==> config.mk <==
export PLATFORM = sky130hd
export DESIGN_NAME = i2c_apb_bridge
export DESIGN_NICKNAME = d
export VERILOG_FILES = /design/src/rtl/i2c_apb_pkg.sv /design/src/rtl/i2c_line_filter.sv /design/src/rtl/i2c_target_fsm.sv /design/src/rtl/apb_byte_master.sv /design/src/rtl/i2c_apb_bridge.sv
export SDC_FILE = /design/constraint.sdc
export NUM_CORES = 1
export LEC_CHECK = 0
export BUFFER_PORTS_ARGS = -buffer_cell sky130_fd_sc_hd__buf_2
export CELL_PAD_IN_SITES_DETAIL_PLACEMENT = 0
export CELL_PAD_IN_SITES_GLOBAL_PLACEMENT = 2
export CORE_MARGIN = 1.5
export CORE_UTILIZATION = 33
export DETAILED_ROUTE_END_ITERATION = 10
export PLACE_DENSITY = 0.9
export SLEW_MARGIN = 25
export SYNTH_ARGS = -nofsm -noshare
export SYNTH_HDL_FRONTEND = slang
export SYNTH_SLANG_ARGS = --single-unit
==> constraint.sdc <==
create_clock -name clk -period 2.5 [get_ports clk]
set_input_delay 0.375 -clock clk [delete_from_list [all_inputs] [get_ports clk]]
set_output_delay 0.375 -clock clk [all_outputs]
set_load 0.01 [all_outputs]
==> src/rtl/i2c_apb_pkg.sv <==
package i2c_apb_pkg;
  typedef enum logic [2:0] {
    T_IDLE,
    T_ADDR,
    T_ADDR_ACK,
    T_WR,
    T_WR_ACK,
    T_RD,
    T_RD_ACK
  } tgt_state_t;

  typedef enum logic [1:0] {
    A_IDLE,
    A_SETUP,
    A_ACCESS
  } apb_state_t;
endpackage

==> src/rtl/i2c_line_filter.sv <==
module i2c_line_filter #(
  parameter int LEN = 4
) (
  input  logic clk,
  input  logic rst,
  input  logic din,
  output logic dout
);
  // the output follows the input only after LEN agreeing samples
  logic [LEN-1:0] hist;

  always_ff @(posedge clk) begin
    if (rst) begin
      hist <= '1;
      dout <= 1'b1;
    end else begin
      hist <= {hist[LEN-2:0], din};
      if (&hist) dout <= 1'b1;
      else if (~|hist) dout <= 1'b0;
    end
  end
endmodule

==> src/rtl/i2c_target_fsm.sv <==
module i2c_target_fsm
  import i2c_apb_pkg::*;
#(
  parameter int PTR_W = 16
) (
  input  logic             clk,
  input  logic             rst,
  input  logic             scl,
  input  logic             sda,
  input  logic             enable,
  input  logic [6:0]       own_addr,
  output logic             sda_drv,
  output logic             req_valid,
  input  logic             req_ready,
  output logic             req_write,
  output logic [PTR_W-1:0] req_addr,
  output logic [7:0]       req_wdata,
  input  logic             rsp_valid,
  input  logic [7:0]       rsp_rdata,
  output logic             bus_active,
  output logic             bus_selected,
  output logic [6:0]       last_addr,
  output logic             idle
);
  tgt_state_t       state;
  logic             scl_q, sda_q;
  logic [2:0]       cnt;
  logic             got8;
  logic [7:0]       sh, tx;
  logic             rd_mode;
  logic [1:0]       wr_idx;
  logic [PTR_W-1:0] ptr;

  logic start_det, stop_det, rise, fall;
  assign start_det = scl & scl_q & sda_q & ~sda;
  assign stop_det  = scl & scl_q & ~sda_q & sda;
  assign rise      = scl & ~scl_q;
  assign fall      = ~scl & scl_q;
  assign idle      = (state == T_IDLE);

  always_ff @(posedge clk) begin
    if (rst) begin
      state        <= T_IDLE;
      scl_q        <= 1'b1;
      sda_q        <= 1'b1;
      cnt          <= '0;
      got8         <= 1'b0;
      sh           <= '0;
      tx           <= '1;
      rd_mode      <= 1'b0;
      wr_idx       <= '0;
      ptr          <= '0;
      req_valid    <= 1'b0;
      req_write    <= 1'b0;
      req_addr     <= '0;
      req_wdata    <= '0;
      bus_active   <= 1'b0;
      bus_selected <= 1'b0;
      last_addr    <= '0;
    end else begin
      scl_q <= scl;
      sda_q <= sda;
      if (req_valid && req_ready) req_valid <= 1'b0;
      if (rsp_valid) tx <= rsp_rdata;

      if (start_det) begin
        state        <= T_ADDR;
        cnt          <= '0;
        got8         <= 1'b0;
        bus_active   <= 1'b1;
        bus_selected <= 1'b0;
      end else if (stop_det) begin
        state        <= T_IDLE;
        bus_active   <= 1'b0;
        bus_selected <= 1'b0;
      end else begin
        unique case (state)
          T_ADDR, T_WR: begin
            if (rise && !got8) begin
              sh  <= {sh[6:0], sda};
              cnt <= cnt + 3'd1;
              if (cnt == 3'd7) got8 <= 1'b1;
            end
            if (fall && got8) begin
              got8 <= 1'b0;
              cnt  <= '0;
              if (state == T_ADDR) begin
                last_addr <= sh[7:1];
                if (enable && sh[7:1] == own_addr) begin
                  bus_selected <= 1'b1;
                  rd_mode      <= sh[0];
                  wr_idx       <= '0;
                  state        <= T_ADDR_ACK;
                  if (sh[0]) begin
                    // prefetch the first read byte during the ACK slot
                    req_valid <= 1'b1;
                    req_write <= 1'b0;
                    req_addr  <= ptr;
                    ptr       <= ptr + 1'b1;
                    tx        <= '1;
                  end
                end else begin
                  state <= T_IDLE;
                end
              end else begin
                state <= T_WR_ACK;
                if (wr_idx == 2'd0) begin
                  ptr[PTR_W-1:8] <= sh;
                  wr_idx         <= 2'd1;
                end else if (wr_idx == 2'd1) begin
                  ptr[7:0] <= sh;
                  wr_idx   <= 2'd2;
                end else begin
                  req_valid <= 1'b1;
                  req_write <= 1'b1;
                  req_addr  <= ptr;
                  req_wdata <= sh;
                  ptr       <= ptr + 1'b1;
                end
              end
            end
          end
          T_ADDR_ACK: if (fall) begin
            cnt   <= '0;
            state <= rd_mode ? T_RD : T_WR;
          end
          T_WR_ACK: if (fall) begin
            cnt   <= '0;
            state <= T_WR;
          end
          T_RD: if (fall) begin
            if (cnt == 3'd7) state <= T_RD_ACK;
            else begin
              tx  <= {tx[6:0], 1'b1};
              cnt <= cnt + 3'd1;
            end
          end
          T_RD_ACK: begin
            if (rise) begin
              if (!sda) begin
                req_valid <= 1'b1;
                req_write <= 1'b0;
                req_addr  <= ptr;
                ptr       <= ptr + 1'b1;
                tx        <= '1;
              end else begin
                state <= T_IDLE;
              end
            end
            if (fall) begin
              cnt   <= '0;
              state <= T_RD;
            end
          end
          default: ;
        endcase
      end
    end
  end

  // registered open-drain drive: low for ACK slots and for 0 data bits
  always_ff @(posedge clk) begin
    if (rst) sda_drv <= 1'b1;
    else sda_drv <= ~((state == T_ADDR_ACK) || (state == T_WR_ACK) ||
                      (state == T_RD && !tx[7]));
  end
endmodule

==> src/rtl/apb_byte_master.sv <==
module apb_byte_master
  import i2c_apb_pkg::*;
#(
  parameter int DATA_W = 32,
  parameter int ADDR_W = 16,
  parameter int PTR_W  = 16
) (
  input  logic                clk,
  input  logic                rst,
  input  logic                req_valid,
  output logic                req_ready,
  input  logic                req_write,
  input  logic [PTR_W-1:0]    req_addr,
  input  logic [7:0]          req_wdata,
  output logic                rsp_valid,
  output logic [7:0]          rsp_rdata,
  output logic                psel,
  output logic                penable,
  output logic                pwrite,
  output logic [ADDR_W-1:0]   paddr,
  output logic [DATA_W-1:0]   pwdata,
  output logic [DATA_W/8-1:0] pstrb,
  input  logic [DATA_W-1:0]   prdata,
  input  logic                pready,
  output logic                busy
);
  localparam int LANES  = DATA_W / 8;
  localparam int LANE_W = (LANES > 1) ? $clog2(LANES) : 1;

  apb_state_t       state;
  logic [PTR_W-1:0] addr_q;
  logic [7:0]       byte_q;
  logic             wr_q;
  logic [LANE_W-1:0] lane;
  logic [7:0]       rd_byte;

  generate
    if (LANES > 1) begin : g_multi
      assign lane = addr_q[LANE_W-1:0];
    end else begin : g_single
      assign lane = '0;
    end
  endgenerate

  always_comb begin
    rd_byte = '0;
    for (int i = 0; i < LANES; i++)
      if (lane == LANE_W'(i)) rd_byte = prdata[i*8 +: 8];
  end

  assign req_ready = (state == A_IDLE);
  assign psel      = (state != A_IDLE);
  assign penable   = (state == A_ACCESS);
  assign pwrite    = wr_q;
  assign paddr     = ADDR_W'(addr_q);
  assign pwdata    = {LANES{byte_q}};
  assign busy      = (state != A_IDLE);

  generate
    for (genvar gl = 0; gl < LANES; gl++) begin : g_strb
      assign pstrb[gl] = psel && wr_q && (lane == LANE_W'(gl));
    end
  endgenerate

  always_ff @(posedge clk) begin
    if (rst) begin
      state     <= A_IDLE;
      addr_q    <= '0;
      byte_q    <= '0;
      wr_q      <= 1'b0;
      rsp_valid <= 1'b0;
      rsp_rdata <= '0;
    end else begin
      rsp_valid <= 1'b0;
      unique case (state)
        A_IDLE: if (req_valid) begin
          addr_q <= req_addr;
          byte_q <= req_wdata;
          wr_q   <= req_write;
          state  <= A_SETUP;
        end
        A_SETUP: state <= A_ACCESS;
        A_ACCESS: if (pready) begin
          state     <= A_IDLE;
          rsp_valid <= !wr_q;
          rsp_rdata <= rd_byte;
        end
        default: state <= A_IDLE;
      endcase
    end
  end
endmodule

==> src/rtl/i2c_apb_bridge.sv <==
module i2c_apb_bridge #(
  parameter int FILTER_LEN = 4,
  parameter int DATA_W     = 32,
  parameter int ADDR_W     = 16
) (
  input  logic                clk,
  input  logic                rst,
  input  logic                scl_in,
  output logic                scl_out,
  input  logic                sda_in,
  output logic                sda_out,
  input  logic                enable,
  input  logic [6:0]          own_addr,
  output logic                apb_psel,
  output logic                apb_penable,
  output logic                apb_pwrite,
  output logic [ADDR_W-1:0]   apb_paddr,
  output logic [DATA_W-1:0]   apb_pwdata,
  output logic [DATA_W/8-1:0] apb_pstrb,
  input  logic [DATA_W-1:0]   apb_prdata,
  input  logic                apb_pready,
  output logic                busy,
  output logic                bus_active,
  output logic                bus_selected,
  output logic [6:0]          last_addr
);
  localparam int PTR_W = 16;

  logic [1:0] raw, filt;
  assign raw = {scl_in, sda_in};

  generate
    for (genvar gi = 0; gi < 2; gi++) begin : g_filt
      i2c_line_filter #(.LEN(FILTER_LEN)) u_filt (
        .clk (clk),
        .rst (rst),
        .din (raw[gi]),
        .dout(filt[gi])
      );
    end
  endgenerate

  logic             req_valid, req_ready, req_write, rsp_valid;
  logic [PTR_W-1:0] req_addr;
  logic [7:0]       req_wdata, rsp_rdata;
  logic             eng_idle, apb_busy;

  i2c_target_fsm #(.PTR_W(PTR_W)) u_tgt (
    .clk         (clk),
    .rst         (rst),
    .scl         (filt[1]),
    .sda         (filt[0]),
    .enable      (enable),
    .own_addr    (own_addr),
    .sda_drv     (sda_out),
    .req_valid   (req_valid),
    .req_ready   (req_ready),
    .req_write   (req_write),
    .req_addr    (req_addr),
    .req_wdata   (req_wdata),
    .rsp_valid   (rsp_valid),
    .rsp_rdata   (rsp_rdata),
    .bus_active  (bus_active),
    .bus_selected(bus_selected),
    .last_addr   (last_addr),
    .idle        (eng_idle)
  );

  apb_byte_master #(.DATA_W(DATA_W), .ADDR_W(ADDR_W), .PTR_W(PTR_W)) u_apb (
    .clk      (clk),
    .rst      (rst),
    .req_valid(req_valid),
    .req_ready(req_ready),
    .req_write(req_write),
    .req_addr (req_addr),
    .req_wdata(req_wdata),
    .rsp_valid(rsp_valid),
    .rsp_rdata(rsp_rdata),
    .psel     (apb_psel),
    .penable  (apb_penable),
    .pwrite   (apb_pwrite),
    .paddr    (apb_paddr),
    .pwdata   (apb_pwdata),
    .pstrb    (apb_pstrb),
    .prdata   (apb_prdata),
    .pready   (apb_pready),
    .busy     (apb_busy)
  );

  assign scl_out = 1'b1;
  assign busy    = !eng_idle || apb_busy;
endmodule

Word-level counts from Yosys, hierarchy flattened
Index checks and enable logic that the tools add are counted. W data, S select, Z words.

Add/subtract/negate cells: 2. Equality and inequality tests: 41. Muxes and demuxes: 89. Bitwise logic cells: 19. Reductions and logical operators: 57.

Operators by type and width (count): $mux W16 (14); $mux W8 (19); $pmux W16 S2 (2); $mux W3 (15); $mux W1 (26); $pmux W8 S3 (1); $ne A4 B1 Y1 const B (5); $reduce_and A4 Y1 (5); $ne A2 B1 Y1 const B (9); $reduce_and A6 Y1 (3); $reduce_and A9 Y1 (2); $add A16 B1 Y16 const B (1); $reduce_and A8 Y1 (2); $pmux W3 S5 (1); $mux W2 (7); $eq A3 B3 Y1 const B (4); $ne A3 B2 Y1 const B (4); $not A1 Y1 (12); $logic_and A1 B1 Y1 (10); $reduce_and A10 Y1 (1); $reduce_bool A2 Y1 (5); $pmux W3 S3 (1); $reduce_or A3 Y1 (3); $reduce_or A2 Y1 (4); 26 further kinds (52).

Flip-flop bits (word level): 126. Bits of input ports: 45. Output and inout bits: 67. Word-level logic and storage cells: 238.

Logic depth before layout (Yosys ltp)
Word-level depth: 10. Gate-level depth with buffers: 8. Mapped depth without buffers: 7.

Hierarchy
From an unflattened synthesis, not the netlist that was laid out.

Cell total of the unflattened synthesis: 745. Area total of the unflattened synthesis: 6677.7 µm².

By module, submodules not included: i2c_target_fsm (instances 1, cells an instance 549, area an instance 4606.9 µm², seq. area each 1601.5 µm²); apb_byte_master (instances 1, cells an instance 169, area an instance 1745.4 µm², seq. area each 720.7 µm²); i2c_line_filter (instances 2, cells an instance 12, area an instance 153.9 µm², seq. area each 100.1 µm²); i2c_apb_bridge (instances 1, cells an instance 3, area an instance 17.5 µm², seq. area each 0.0 µm²).

Least setup slack after synthesis
OpenSTA, ideal clock, no wires.

Path type: register to register. Start point: register g_filt[1].u_filt.dout. End point: register u_tgt.req_valid. Library setup time: 0.070 ns. Arrival: 1.887 ns. Required time: 2.430 ns. Setup slack: 0.543 ns. Stages on the path, launching flop included: 8. Buffers on the path: 2. Period minus slack after synthesis: 1.957 ns. Cells stage by stage: dfxtp_1 or3b_4 nor3_2 buf_6 or4b_1 buf_6 nor3b_1 o2bb2ai_1.

Cells in the longest elaborated chain, start to end: 7. Elaborated cells between the ends (all ways): 14. Classes of those cells: mux (5); bitwise (8); reduce/logical (1).

RTL lines: from (decl) (line i2c_line_filter.sv:7) `output logic dout`; from (signal assigned) (line i2c_line_filter.sv:15) `dout <= 1'b1;`; from (signal assigned) (line i2c_line_filter.sv:18) `if (&hist) dout <= 1'b1;`; from (signal assigned) (line i2c_line_filter.sv:19) `else if (~|hist) dout <= 1'b0;`; $not A1 Y1 (line i2c_target_fsm.sv:38) `assign fall = ~scl & scl_q;`; $and A1 B1 Y1 (line i2c_target_fsm.sv:38); $logic_and A1 B1 Y1 (line i2c_target_fsm.sv:84) `if (fall && got8) begin`; $mux W1 (line i2c_target_fsm.sv:84); $pmux W1 S2 (line i2c_target_fsm.sv:77) `unique case (state)`; $mux W1 (line i2c_target_fsm.sv:72) `end else if (stop_det) begin`; $mux W1 * (line i2c_target_fsm.sv:66) `if (start_det) begin`; to (signal assigned) (line i2c_target_fsm.sv:63) `if (req_valid && req_ready) req_valid <= 1'b0;`; to (signal assigned) (line i2c_target_fsm.sv:96) `req_valid <= 1'b1;`; to (signal assigned) (line i2c_target_fsm.sv:114) `req_valid <= 1'b1;`; to (decl) (line i2c_target_fsm.sv:13) `output logic req_valid,`.

Mark *: on every way between the ends. The rest lies on a longest branch, timed or not. A chain may end at the register's enable or synchronous reset.

Worst setup path after layout
Start point: register u_tgt.state[1]. End point: register u_tgt.req_valid.

Cells in the longest elaborated chain, start to end: 6. Elaborated cells between the ends (all ways): 9. Classes of those cells: eq/ne (3); mux (5); reduce/logical (1).

RTL lines: from (decl) (line i2c_target_fsm.sv:25) `tgt_state_t state;`; from (signal assigned) (line i2c_target_fsm.sv:125) `state <= rd_mode ? T_RD : T_WR;`; $eq A3 B1 Y1 (line i2c_target_fsm.sv:77, i2c_target_fsm.sv:87); $mux W1 (line i2c_target_fsm.sv:87) `if (state == T_ADDR) begin`; $mux W1 (line i2c_target_fsm.sv:84); $pmux W1 S2 * (line i2c_target_fsm.sv:77); $mux W1 * (line i2c_target_fsm.sv:72); $mux W1 * (line i2c_target_fsm.sv:66).

Marked as above.

==> impl_metrics.json <==
{
  "slowest_stage": "or4b_1",
  "period_share": 0.920,
  "routabilityCongestion": 0.874,
  "seq_area_frac_synth": 0.407,
  "vias": 5690,
  "cpPeakStageDelay_ns": 0.65,
  "synth_cells": 742,
  "cts_tree": "yes",
  "layout-drive-gt1-share": 0.251,
  "routed.top_layer": "met4",
  "die_w_um": 140,
  "min_path_cells": 2,
  "power_density_nw_per_um2": 612,
  "numCtsBuffers": 17,
  "core_sq_um": 18200,
  "worstPathCellList": "buf_4 > or3b_4 > nor3_2 > or4b_1 > nor3b_1 > o2bb2ai_1",
  "ant_nets": 0,
  "drc": 0,
  "ys_types": 65,
  "synthFlopType": "dfxtp_1",
  "rsz0062_at_grt": "false",
  "slew_headroom": 0.572,
  "path_clk_slew_ns": 0.05,
  "max-cap-violations": 0,
  "tns_ns": 0,
  "wl_met3_um": 1210,
  "die_area_sq_um": 19600,
  "hold_buffers": 0,
  "cts.repair.resized": 0,
  "status": "completed",
  "viasPerCell": 5.33,
  "setup_viol": 0,
  "insertion_delay_ns": 0.42,
  "async_flop_share": 0,
  "h-tree-depth": 4,
  "ir_worst_vdd_mv": 0.436,
  "critPathArrivalTime_ns": 2.64,
  "total_power_mw": 4.59,
  "min_path_type": "input pin to register",
  "hold_viol_final": 0,
  "ys_ff_latch": 126,
  "p_leak_nw": 2.85,
  "met1_length_um": 8440,
  "io_pins": 112,
  "placedCellCount": 1036,
  "skew_ns": 0.00744,
  "hpwl_um": 12300,
  "required_ns": 2.84,
  "final_util": 0.412,
  "yosysTopAreaCell": "dfxtp_1",
  "antenna_found_initial": 0,
  "synth_area_leaders": "dfxtp_1 41%, a21oi_1 7.1%, nand2_1 6.6%",
  "root_buffer": "clkbuf_16",
  "area_growth_pct": 21.0,
  "place_ws_ns": 0.218,
  "drt_iter0_markers": 565,
  "synth_edf_count": 0,
  "rows": 49,
  "antenna_cells": 0,
  "synthDominantCellAreaShare": 0.407,
  "netlist_area_sq_um": 6200,
  "clockBufferDepth": 2,
  "nets": 874,
  "tightest_slew_ns": 0.641,
  "cts.sinks": 126,
  "synth_area_per_cell_sq_um": 8.35,
  "max_freq_mhz": 435,
  "cp_max_fo": 11,
  "grt_pass1_vias": 5234,
  "post_cts_buffers": 0,
  "finalNonFillerCells": 1068,
  "die_h_um": 140,
  "slew_violations": 0,
  "grtUsageTotal": 0.179,
  "period_needed_ns": 2.30,
  "first_pass_iters": 6,
  "wl_met2_um": 7380,
  "synth_nets": 790,
  "endpoint_kind": "register",
  "ys_warn_count": 0,
  "r2r_cells": 6,
  "crit_type": "register to register",
  "initial_core_util": 0.340,
  "post_drt_wl_per_cell_um": 16.2,
  "grt_pass1_wl_um": 28000,
  "layout_setup_ws_ns": 0.200,
  "grt_max_degree": 56,
  "setup.worst_path.start_class": "register",
  "routed_wl_um": 17300,
  "io_buffer_count": 110,
  "overflow": 0
}
cell usage after synthesis (3+ instances only):
| cell | n |
|---|---|
| nor3b_1 | 6 |
| o211ai_1 | 17 |
| buf_1 | 5 |
| inv_1 | 12 |
| a21oi_1 | 88 |
| a211oi_1 | 3 |
| a221oi_1 | 3 |
| or2_2 | 14 |
| buf_4 | 26 |
| a22oi_1 | 4 |
| a32o_1 | 3 |
| nor2b_1 | 3 |
| or3_1 | 4 |
| ha_1 | 3 |
| o221ai_1 | 4 |
| nand4_1 | 6 |
| and2_1 | 6 |
| nand2b_1 | 6 |
| buf_2 | 11 |
| o21ai_0 | 22 |
| nor3_1 | 7 |
| and3_1 | 3 |
| nand3b_1 | 6 |
| nor4_1 | 7 |
| a221o_1 | 6 |
| o22ai_1 | 9 |
| o32ai_1 | 10 |
| dfxtp_1 | 126 |
| nor2_1 | 45 |
| mux4_2 | 8 |
| a31oi_1 | 7 |
| nand2_1 | 109 |
| nand3_1 | 29 |
| clkbuf_1 | 44 |
| xnor2_1 | 7 |
| nand4b_1 | 5 |
| mux2i_1 | 32 |
worst max-delay path, delay by kind of cell (launching register included):
kind	cells	cell delay [ns]
AOI/OAI and AO/OA	1	0.15
buffers and inverters	1	0.21
DFF	1	0.41
and+or+nand+nor	4	1.46
through the flow:
step	hold WS (ns)	area, sq um
floorplan	0.415	6200
global placement	0.430	6920
detailed placement	0.434	6920
CTS	0.128	7500
global route	0.141	7500
finish	0.139	7500
area by class of cell:
| cell class | count | area, sq um |
|---|---|---|
| flip-flops and latches | 126 | 2520 |
| clock buffers | 22 | 464 |
| multi-input cells | 516 | 3180 |
| repair buffers | 153 | 888 |
| fillers | 1794 | 10700 |
| clock inverters | 10 | 114 |
| inverters | 12 | 45.0 |
| well taps | 229 | 287 |
registers in the layout, indices dropped and copies added (netlist names), 2 cells and up:
register            cells
u_tgt.tx                8
u_tgt.cnt               3
g_filt.u_filt.hist      8
u_apb.byte_q            8
u_tgt.req_wdata         8
u_tgt.req_addr         16
u_tgt.state             3
u_apb.rsp_rdata         8
u_tgt.last_addr         7
u_tgt.sh                8
u_apb.paddr            16
u_apb.state             2
u_tgt.ptr              16
u_tgt.wr_idx            2
g_filt.u_filt.dout      2
cell families after synthesis:
logic type,share of synthesized area
buffers and inverters,0.0810
muxes,0.0844
xor gates and xnor gates,0.0127
adders and majority gates,0.00767
DFF,0.407
and+or+nand+nor,0.208
other,0.000605
AOI/OAI and AO/OA,0.199
cell usage in the layout, fill, tap and decap left out, drive strengths merged, types with 7 or more instances in the layout:
cell    netlist  layout
buf          44     153
dfxtp       126     126
nand2       109     109
a21oi        88      88
nor2         45      45
mux2i        32      32
nand3        29      29
o21ai        22      22
clkbuf       44      22
o211ai       17      17
or2          14      14
inv          12      12
o32ai        10      10
o22ai         9       9
mux4          8       8
nor3          8       8
xnor2         7       7
a31oi         7       7
nor4          7       7
power by group:
| part | internal [mW] | switching [mW] | total (mW) |
|---|---|---|---|
| sequential | 2.02 | 0.00856 | 2.03 |
| clock | 1.51 | 0.911 | 2.42 |
| combinational | 0.0598 | 0.0727 | 0.132 |
| total | 3.60 | 0.992 | 4.59 |
per-layer routing:
metal,up-vias,global-route usage
li1,2804,-
met1,2675,0.255
met2,195,0.260
met3,16,0.0516
met4,0,0.0526
met5,-,0
final timing paths:
kind | startpoint | endpoint | slack [ns]
setup reg to reg | u_tgt.state[1]$_SDFFE_PP0P_ | u_tgt.req_valid$_SDFF_PP0_ | 0.20
hold / removal | scl_in | g_filt[1].u_filt.hist[0]$_SDFF_PP1_ | 0.14
hold reg to reg | g_filt[0].u_filt.hist[1]$_SDFF_PP1_ | g_filt[0].u_filt.hist[2]$_SDFF_PP1_ | 0.45
setup / recovery | u_tgt.state[1]$_SDFFE_PP0P_ | u_tgt.req_valid$_SDFF_PP0_ | 0.20
(Power assumes the default switching activity.)
